<file path="src/rtl/tick_timer_pkg.sv">
// Package: register addresses and control-bit positions shared by the
// tick timer modules. Assumes an 8-bit register address space.
package tick_timer_pkg;

    localparam int REG_AW = 8;
    localparam int REG_DW = 8;

    localparam logic [REG_AW-1:0] ADDR_CTRL    = 8'h10;
    localparam logic [REG_AW-1:0] ADDR_PERIOD0 = 8'h12;  // low byte first
    localparam logic [REG_AW-1:0] ADDR_RESTART = 8'h20;

    // Control byte layout (software decodes these positions).
    localparam int CB_MODE  = 0;  // 1 = periodic, 0 = one-shot
    localparam int CB_FLAG  = 1;  // expiry flag, write 1 to clear
    localparam int CB_IE    = 2;  // interrupt enable
    localparam int CB_RUN   = 3;  // run enable
    localparam int CB_WBUSY = 7;  // watchdog busy stub, reads 0

    typedef struct packed {
        logic run;
        logic ie;
        logic flag;
        logic periodic;
    } tick_ctrl_t;

endpackage

</file>
<file path="src/rtl/tt_reg_block.sv">
// Register block: holds the control fields and the byte-wide period
// register. Decodes the arm and restart strobes for the counter.
// Assumes a single-cycle write strobe and that CNT_W is a multiple of REG_DW.
module tt_reg_block
    import tick_timer_pkg::*;
#(
    parameter int CNT_W = 16
) (
    input  logic              clk,
    input  logic              rst_n,
    input  logic              wr_en,
    input  logic [REG_AW-1:0] addr,
    input  logic [REG_DW-1:0] wdata,
    input  logic              expire,
    output tick_ctrl_t        ctrl,
    output logic [CNT_W-1:0]  period,
    output logic              start,
    output logic              restart
);
    localparam int NBYTES = CNT_W / REG_DW;

    logic ctrl_wr;
    logic flag_clr;

    // Write decode for the control byte, arm edge and restart address.
    always_comb begin
        ctrl_wr  = wr_en && (addr == ADDR_CTRL);
        flag_clr = ctrl_wr && wdata[CB_FLAG];
        start    = ctrl_wr && wdata[CB_RUN] && !ctrl.run;
        restart  = wr_en && (addr == ADDR_RESTART);
    end

    // Control fields: a software write wins for run/mode/ie; a one-shot expiry disarms.
    always_ff @(posedge clk) begin
        if (!rst_n) begin
            ctrl.run      <= 1'b0;
            ctrl.ie       <= 1'b0;
            ctrl.periodic <= 1'b0;
        end else if (ctrl_wr) begin
            ctrl.run      <= wdata[CB_RUN];
            ctrl.ie       <= wdata[CB_IE];
            ctrl.periodic <= wdata[CB_MODE];
        end else if (expire && !ctrl.periodic) begin
            ctrl.run <= 1'b0;
        end
    end

    // Expiry flag: set by hardware, cleared by writing 1; set wins on a tie.
    always_ff @(posedge clk) begin
        if (!rst_n) begin
            ctrl.flag <= 1'b0;
        end else begin
            ctrl.flag <= (ctrl.flag && !flag_clr) || expire;
        end
    end

    // One byte lane of the period register per generate step.
    for (genvar i = 0; i < NBYTES; i++) begin : g_period
        localparam logic [REG_AW-1:0] LANE_ADDR = ADDR_PERIOD0 + REG_AW'(i);
        always_ff @(posedge clk) begin
            if (!rst_n) begin
                period[i*REG_DW +: REG_DW] <= '0;
            end else if (wr_en && (addr == LANE_ADDR)) begin
                period[i*REG_DW +: REG_DW] <= wdata;
            end
        end
    end

    AST_FLAG_SET_WINS: assert property (@(posedge clk) disable iff (!rst_n)
        expire |=> ctrl.flag);
    AST_FLAG_CLEARS: assert property (@(posedge clk) disable iff (!rst_n)
        (flag_clr && !expire) |=> !ctrl.flag);
    AST_ONESHOT_DISARMS: assert property (@(posedge clk) disable iff (!rst_n)
        (expire && !ctrl.periodic && !ctrl_wr) |=> !ctrl.run);
    AST_PERIOD_HOLDS: assert property (@(posedge clk) disable iff (!rst_n)
        !wr_en |=> $stable(period));

endmodule

</file>
<file path="src/rtl/tt_down_counter.sv">
// Down counter: loads the period on arm or restart, decrements on each
// tick pulse while running, and flags expiry on the tick that consumes
// the last count. A period of 0 wraps through all ones, giving 2^CNT_W ticks.
module tt_down_counter #(
    parameter int CNT_W = 16
) (
    input  logic             clk,
    input  logic             rst_n,
    input  logic             run,
    input  logic             tick_en,
    input  logic             start,
    input  logic             restart,
    input  logic [CNT_W-1:0] period,
    output logic             expire
);
    localparam logic [CNT_W-1:0] LAST = CNT_W'(1);

    logic [CNT_W-1:0] count;
    logic             load;

    // Expiry on the last count; a restart in the same cycle suppresses it.
    always_comb begin
        expire = run && tick_en && (count == LAST) && !restart;
        load   = start || restart || expire;
    end

    // Count register: load from the period, otherwise step down on a running tick.
    always_ff @(posedge clk) begin
        if (!rst_n) begin
            count <= '0;
        end else if (load) begin
            count <= period;
        end else if (run && tick_en) begin
            count <= count - LAST;
        end
    end

    AST_STEP_DOWN: assert property (@(posedge clk) disable iff (!rst_n)
        (run && tick_en && !start && !restart && (count != LAST))
        |=> (count == $past(count) - LAST));
    AST_IDLE_HOLDS: assert property (@(posedge clk) disable iff (!rst_n)
        (!(run && tick_en) && !start && !restart) |=> $stable(count));
    AST_EXPIRY_REFILLS: assert property (@(posedge clk) disable iff (!rst_n)
        expire |=> (count == $past(period)));

endmodule

</file>
<file path="src/rtl/tt_read_mux.sv">
// Read mux: returns the register addressed by addr combinationally.
// Watchdog bits of the control byte, including its busy bit, read as zero.
module tt_read_mux
    import tick_timer_pkg::*;
#(
    parameter int CNT_W = 16
) (
    input  logic [REG_AW-1:0] addr,
    input  tick_ctrl_t        ctrl,
    input  logic [CNT_W-1:0]  period,
    output logic [REG_DW-1:0] rdata
);
    localparam int NBYTES = CNT_W / REG_DW;

    // Address decode across the control byte and every period lane.
    always_comb begin
        rdata = '0;
        if (addr == ADDR_CTRL) begin
            rdata[CB_WBUSY] = 1'b0;
            rdata[CB_RUN]   = ctrl.run;
            rdata[CB_IE]    = ctrl.ie;
            rdata[CB_FLAG]  = ctrl.flag;
            rdata[CB_MODE]  = ctrl.periodic;
        end
        for (int i = 0; i < NBYTES; i++) begin
            if (addr == ADDR_PERIOD0 + REG_AW'(i)) begin
                rdata = period[i*REG_DW +: REG_DW];
            end
        end
    end

endmodule

</file>
<file path="src/rtl/periodic_tick_timer.sv">
// Top: programmable periodic/one-shot tick timer behind an 8-bit register
// port. Assumes tick_en is a single-cycle pulse synchronous to clk.
module periodic_tick_timer
    import tick_timer_pkg::*;
#(
    parameter int CNT_W = 16
) (
    input  logic              clk,
    input  logic              rst_n,
    input  logic              tick_en,
    input  logic              reg_wr,
    input  logic [REG_AW-1:0] reg_addr,
    input  logic [REG_DW-1:0] reg_wdata,
    output logic [REG_DW-1:0] reg_rdata,
    output logic              irq
);
    tick_ctrl_t       ctrl;
    logic [CNT_W-1:0] period;
    logic             start;
    logic             restart;
    logic             expire;

    tt_reg_block #(.CNT_W(CNT_W)) u_regs (
        .clk     (clk),
        .rst_n   (rst_n),
        .wr_en   (reg_wr),
        .addr    (reg_addr),
        .wdata   (reg_wdata),
        .expire  (expire),
        .ctrl    (ctrl),
        .period  (period),
        .start   (start),
        .restart (restart)
    );

    tt_down_counter #(.CNT_W(CNT_W)) u_count (
        .clk     (clk),
        .rst_n   (rst_n),
        .run     (ctrl.run),
        .tick_en (tick_en),
        .start   (start),
        .restart (restart),
        .period  (period),
        .expire  (expire)
    );

    tt_read_mux #(.CNT_W(CNT_W)) u_rd (
        .addr   (reg_addr),
        .ctrl   (ctrl),
        .period (period),
        .rdata  (reg_rdata)
    );

    // Interrupt request: flag gated by its enable.
    always_comb irq = ctrl.flag && ctrl.ie;

    AST_IRQ_AFTER_EXPIRY: assert property (@(posedge clk) disable iff (!rst_n)
        (expire && ctrl.ie && !(reg_wr && reg_addr == ADDR_CTRL)) |=> irq);

endmodule

</file>
<file path="config.mk">
export PLATFORM = sky130hd
export DESIGN_NAME = periodic_tick_timer
export DESIGN_NICKNAME = d
export VERILOG_FILES = /design/src/rtl/tick_timer_pkg.sv /design/src/rtl/tt_reg_block.sv /design/src/rtl/tt_down_counter.sv /design/src/rtl/tt_read_mux.sv /design/src/rtl/periodic_tick_timer.sv
export SDC_FILE = /design/constraint.sdc
export NUM_CORES = 1
export LEC_CHECK = 0
export ABC_AREA = 1
export BUFFER_PORTS_ARGS = -buffer_cell sky130_fd_sc_hd__clkbuf_2
export CAP_MARGIN = 20
export CORE_MARGIN = 2
export CORE_UTILIZATION = 40
export DETAILED_ROUTE_END_ITERATION = 10
export MAX_ROUTING_LAYER = met4
export PLACE_DENSITY_LB_ADDON = 0.08
export SLEW_MARGIN = 5
export SYNTH_ARGS = -nofsm -noshare
export SYNTH_HDL_FRONTEND = slang
export SYNTH_HIERARCHICAL = 1
export SYNTH_SLANG_ARGS = --single-unit
</file>
<file path="constraint.sdc">
create_clock -name clk -period 2.25 [get_ports clk]
set_input_delay 0.1125 -clock clk [delete_from_list [all_inputs] [get_ports clk]]
set_output_delay 0.1125 -clock clk [all_outputs]
set_load 0.1 [all_outputs]
</file>
==> results of run 1 <==
==> cell families after synthesis <==
logic type | Yosys count | synth area share (%)
simple gates | 208 | 45.17
buf+inv | 54 | 10.13
compound gates | 41 | 9.921
flops | 36 | 30.40
xor+xnor | 9 | 3.325
fa+ha+maj | 2 | 1.055
==> registers in the layout (all words and copies together) (netlist names) <==
| register | flops |
|---|---|
| u_count/count | 16 |
| u_regs/ctrl | 4 |
| u_regs/period | 16 |
==> metal layers <==
| layer | vias to the layer above | part of all wire, % |
|---|---|---|
| met5 | - | 0 |
| met3 | 9 | 4.4 |
| met1 | 1003 | 47 |
| li1 | 1176 | - |
| met4 | 0 | 1.3 |
| met2 | 44 | 48 |
==> power breakdown <==
part / internal, W / leakage (nW) / switching (W)
Clock: 0.000328 / 0.0541 / 0.000251
Sequential: 0.000638 / 0.290 / 0.00000128
Combinational: 0.0000297 / 1.00 / 0.0000649
Total: 0.000995 / 1.34 / 0.000317
==> cell type report <==
class | instances | area [µm²] | share of cell area, %
multi-input cells | 260 | 1410 | 52.64
flip-flops and latches | 36 | 720.7 | 26.90
well taps | 75 | 93.84 | 3.503
clock inverters | 3 | 42.54 | 1.588
clock buffers | 5 | 68.82 | 2.569
repair buffers | 30 | 155.1 | 5.792
inverters | 48 | 187.7 | 7.006
==> layout by cell type, fill, tap and decap left out, drive strengths merged <==
cell type  count
o21ai         17
nand3         50
nand2         84
a21oi         19
xnor2          3
nor2          65
o21a           1
ha             2
bufinv         1
nor3           3
nand4          2
clkbuf        33
o211ai         2
clkinvlp       1
dfxtp         36
a22oi          2
buf            2
inv           47
clkinv         2
xor2           6
or2            4
==> worst paths after layout <==
kind	startpoint	to	slack (ns)
max	u_count/count[1]	u_count/count[0]	0.57
min	reg_wdata[4]	u_regs/period[12]	0.06
min reg2reg	u_regs/ctrl[1]	u_regs/ctrl[1]	0.49
max reg2reg	u_count/count[1]	u_count/count[0]	0.57
==> critical path, stage by stage, from the launching register on <==
cell     delay, ns
dfxtp_1       0.32
inv_1         0.09
ha_1          0.14
inv_1         0.03
nor2_1        0.08
nand2_1       0.07
nor2_2        0.12
nand3_4       0.11
nand2_4       0.22
inv_2         0.12
o21ai_0       0.19
nor3_1        0.07
==> stage by stage <==
step | instances | setup slack [ns] | hold slack, ns | total power, W
4_1_cts | 457 | 0.5421 | 0.05121 | 0.001329
2_1_floorplan | 350 | 0.7608 | 0.2474 | 0.0007081
5_1_grt | 457 | 0.3593 | 0.09848 | 0.001365
3_5_place_dp | 449 | 0.4460 | 0.3615 | 0.0007492
3_3_place_gp | 449 | 0.5111 | 0.3575 | 0.0007482
6_report | 457 | 0.5707 | 0.05696 | 0.001312
==> metrics.txt, run 1 <==
EDFF count, synth 0; clock buffer depth 2; post-route cell area 0.002679 mm²; f_max 595.5 MHz; Yosys top cell area share 30.40%; port buffer count 28; most used routing layer in global routing met2; via count 2,232; grt ovf 0; Max IR drop VDD 0.3487 mV; final worst path period share 74.63%; crit end category flop; Clock Latency Late Sink 0.29 ns; Routability Congestion 0.8585; Area Overhead vs Synth 12.98%; Fin Setup TNS 0 ns; DIE WIDTH 80.99 µm; Post-synth ARST share 0%; DP HPWL 4793 µm; Worst setup SP type flop; RSZ-0062 raised after global routing false; yosys synthesis warning count 6; DRC 0; CTS buffer count 5; Mapped Nets 372; M2 GR Usage 35.87%; CP Class flop to flop; Synth area leaders dfxtp_1 30%, nand2_1 11%, nand3_1 9.5%; H-tree levels 2; CTS sink cnt 36; Crit Path Max Fanout 16; Die ar. 0.006559 mm²; Ant. Diodes 0; row count 28; TritonRoute pass-1 iters 4; Boundary Pins 29; met1 GRT Util 28.16%; Starting Density 40.77%; Iteration-0 DRC Markers 137; Root Buffer clkbuf_8; Clock Skews 0.005884 ns; synthesized cell area 0.002371 mm²; pin count of the biggest net entering global routing 21; Max Cap Viol 0; gr usage total 21.99%; critical path arrival 1.86 ns; share of cells above drive strength 1 22.77%; DIE HEIGHT 80.99 µm; Routed Antenna Nets 0; CTS resizes 0; global routing usage on met3 3.556%; drt via density 4.884; most instantiated cells after synthesis 69 x nand2_1, 49 x nor2_1, 45 x nand3_1, 40 x inv_1, 36 x dfxtp_1; Synth cell types 36; Reg clk slew, reported paths 0.08 ns; leakage power 1.344 nW; CP Data Required Time 2.43 ns; Tmin final 1.679 ns; # nets final 403; outcome finished clean; post-CTS setup buffers 0; top_reg_cell synth dfxtp_1; Rel. slew slack 64.00%; most frequent cell after synthesis nand2_1; FF+latch count, synth 36; vias in the first global route 2,231; Slew Limit Fails 0; antenna violations before repair 0; synthesized instance count 350; CTS tree built; core area 0.005816 mm²; pwr/cell area 489.9 mW/mm²; Hold Path Stages 3; global-route wire length before repair 10,620 µm; placed cell area 0.002567 mm²; syn_area_per_cell 6.774 µm²; hold buffers post-CTS 0; Yosys top cell by area dfxtp_1; measured slew at the worst slew-check pin 0.5423 ns; register area share after synthesis 30.40%; final count of hold timing violations 0; Final Util 46.06%; fillcell total 661; Routed WL 6245 µm; drt wl/cell 13.67 µm; cell count of the worst reg-to-reg path 11; Hold Path Class input port to flop; Setup-failing EPs final 0
No activity file was read; power rests on OpenSTA's default activity.
==> inputs of run 2 (changes only) <==
Settings changed: ABC_AREA 1 to 0.
Clock period 2.25 ns to 1.4 ns, I/O delays scaled along.
==> run 2 against run 1 <==
The run now ends with setup timing left. Core utilization is 18 points higher. Non-clock buffer count is 61 higher. Total power is 66% higher. Area after synthesis is 11% lower. Worst setup slack worse by 0.82 ns. Global-route usage is 3.1 points lower.
==> metrics.txt, run 2 <==
outcome finished, violations left; failing checks setup timing; CTS buffer count 5; Routed WL 5101 µm; Buf+Inv Stages, Crit Path 2; vias in the first global route 1,870; Yosys top cell area share 34.27%; pin count of the biggest net entering global routing 21; Rel. slew slack 59.42%; # nets final 331; synthesized instance count 221; Worst setup SP type flop; f_max 606.4 MHz; Max IR drop VDD 0.5642 mV; most instantiated cells after synthesis 36 x dfxtp_1, 33 x nand2_1, 23 x mux2i_1, 18 x nor2_1, 13 x a211oi_2; drt wl/cell 13.42 µm; Boundary Pins 29; CP Data Required Time 1.60 ns; fillcell total 430; CTS tree built; DIE HEIGHT 76.52 µm; biggest regs u_count/count (16), u_regs/period (16), u_regs/ctrl (4); Placed Cells 359; Max Cap Viol 0; pwr/cell area 675.4 mW/mm²; register area share after synthesis 34.27%; Die ar. 0.005855 mm²; Setup-failing EPs final 18; Tmin final 1.649 ns; row count 26; CP delay by family, top simple AND/OR/NAND/NOR gates; most frequent cells in the layout 57 x buf_4, 33 x nand2_1, 26 x dfxtp_1, 23 x mux2i_1, 19 x clkbuf_2; Post-synth ARST share 0%; CP Class flop to flop; final worst path period share 117.8%; via count 1,869; TritonRoute pass-1 iters 4; synthesized cell area 0.002103 mm²; CTS sink cnt 36; Clock Latency Late Sink 0.28 ns; Slew Limit Fails 0; core area 0.005075 mm²; Hold Path Class input port to flop; Ant. Diodes 0; crit end category flop; most frequent cell after synthesis dfxtp_1; EDFF count, synth 0; antenna violations before repair 0; Clock Skews 0.005759 ns; Reg clk slew, reported paths 0.07 ns; Synth cell types 44; Area Overhead vs Synth 53.78%; gr usage total 18.87%; top_reg_cell synth dfxtp_1; Layout Cells excl Fill 380; Iteration-0 DRC Markers 86; CP max stage delay 0.34 ns; final count of hold timing violations 0; cell breakdown of the critical path nor4_4 > and4_4 > a41oi_4 > buf_12 > buf_4 > a211oi_2; DP HPWL 3832 µm; syn_area_per_cell 9.517 µm²; clock buffer depth 2; Starting Density 41.44%; leakage power 1.392 nW; H-tree levels 2; Slowest-stage cell, CP dfxtp_2; Routed Antenna Nets 0; port buffer count 28; RSZ-0062 raised after global routing true; Synth area leaders dfxtp_1 34%, mux2i_1 11%, a211oi_2 7.7%; global-route wire length before repair 8735 µm; Routability Congestion 0.7848; drt via density 4.918; yosys synthesis warning count 6; grt ovf 0; Crit Path Max Fanout 17; Yosys top cell by area dfxtp_1; FF+latch count, synth 36; Placement Setup Slack -0.5836 ns; share of cells above drive strength 1 56.77%; Root Buffer clkbuf_8; DRC 0; measured slew at the worst slew-check pin 0.6080 ns; critical path arrival 1.85 ns; DIE WIDTH 76.52 µm; commonest non-fill, non-tap cell in the layout buf_4; final setup margin -0.2491 ns; Mapped Nets 243
## run 2: cell count changes after synthesis, sizes merged, moves of 14 or more
cell	delta
nand2	-51
nand3	-47
inv	-43
nor2	-35
mux2i	+23
a21oi	-19
o21ai	-14
## run 2: routing by layer
metal	wire, µm	GRT usage (%)	share of wire (%)	vias up
met5	0	-	0	-
met4	40	4.182	0.78	0
met3	149	3.791	2.9	6
met2	2432	30.71	48	28
met1	2478	24.32	49	869
li1	-	-	-	966
## run 2: cell type report
type,count,area [µm²],share of cell area [%]
clock buffer,7,96.34,2.979
clock inverter,1,30.03,0.9284
inverter,4,15.01,0.4642
multi-input combinational,171,1494,46.19
sequential,36,733.2,22.67
tap,70,87.58,2.708
timing repair buffer,91,778.2,24.06
## run 2: logic make-up after synthesis
| family | after synthesis | synth area share, % |
|---|---|---|
| mux | 27 | 13.27 |
| flops | 36 | 34.27 |
| buf+inv | 14 | 4.045 |
| fa+ha+maj | 2 | 1.190 |
| compound gates | 27 | 13.80 |
| xor+xnor | 13 | 5.413 |
| simple gates | 102 | 28.02 |
## run 2: worst min-delay path, delay by kind of cell
kind / cells / cell delay [ns]
multiplexers: 1 / 0.06
AND/OR/NAND/NOR: 1 / 0.06
buffers and inverters: 1 / 0.08
## run 2: timing repair
item                                    CTS  global route
pin swaps                                 5             8
buffers inserted                          5             7
gates resized for setup                  28            16
endpoints found under the setup margin   22            26
hold buffers                              0             1
endpoints found under the hold margin     0             1
cloned                                    1             0
## run 2: where the power goes
part / switching [W] / total [W] / internal, W
clock network: 0.000358 / 0.000987 / 0.000628
registers: 0.00000226 / 0.00103 / 0.00103
logic: 0.0000911 / 0.000170 / 0.0000788
## run 2: through the flow
step           instance area, µm²  total power (W)  util, %  hold WS (ns)  TNS [ns]
6_report                     3234         0.002185    63.73       0.03579    -3.649
5_1_grt                      3234         0.002281    63.73       0.03293    -5.477
4_1_cts                      3119         0.002209    61.46    0.00004641    -3.598
3_5_place_dp                 2841         0.001203    55.99        0.2952    -9.708
3_3_place_gp                 2841         0.001202    55.99        0.2890    -9.322
2_1_floorplan                2161         0.001121        -        0.1713    -5.237
## run 2: path summary, 6_finish.rpt
check,start,endpoint,slack [ns],depth (start not counted)
setup reg to reg,u_count/count[6],u_count/count[7],-0.25,6
hold reg to reg,u_regs/period[2],u_regs/period[2],0.49,2
setup / recovery,u_count/count[6],u_count/count[7],-0.25,6
hold / removal,reg_wdata[7],u_regs/period[7],0.04,3
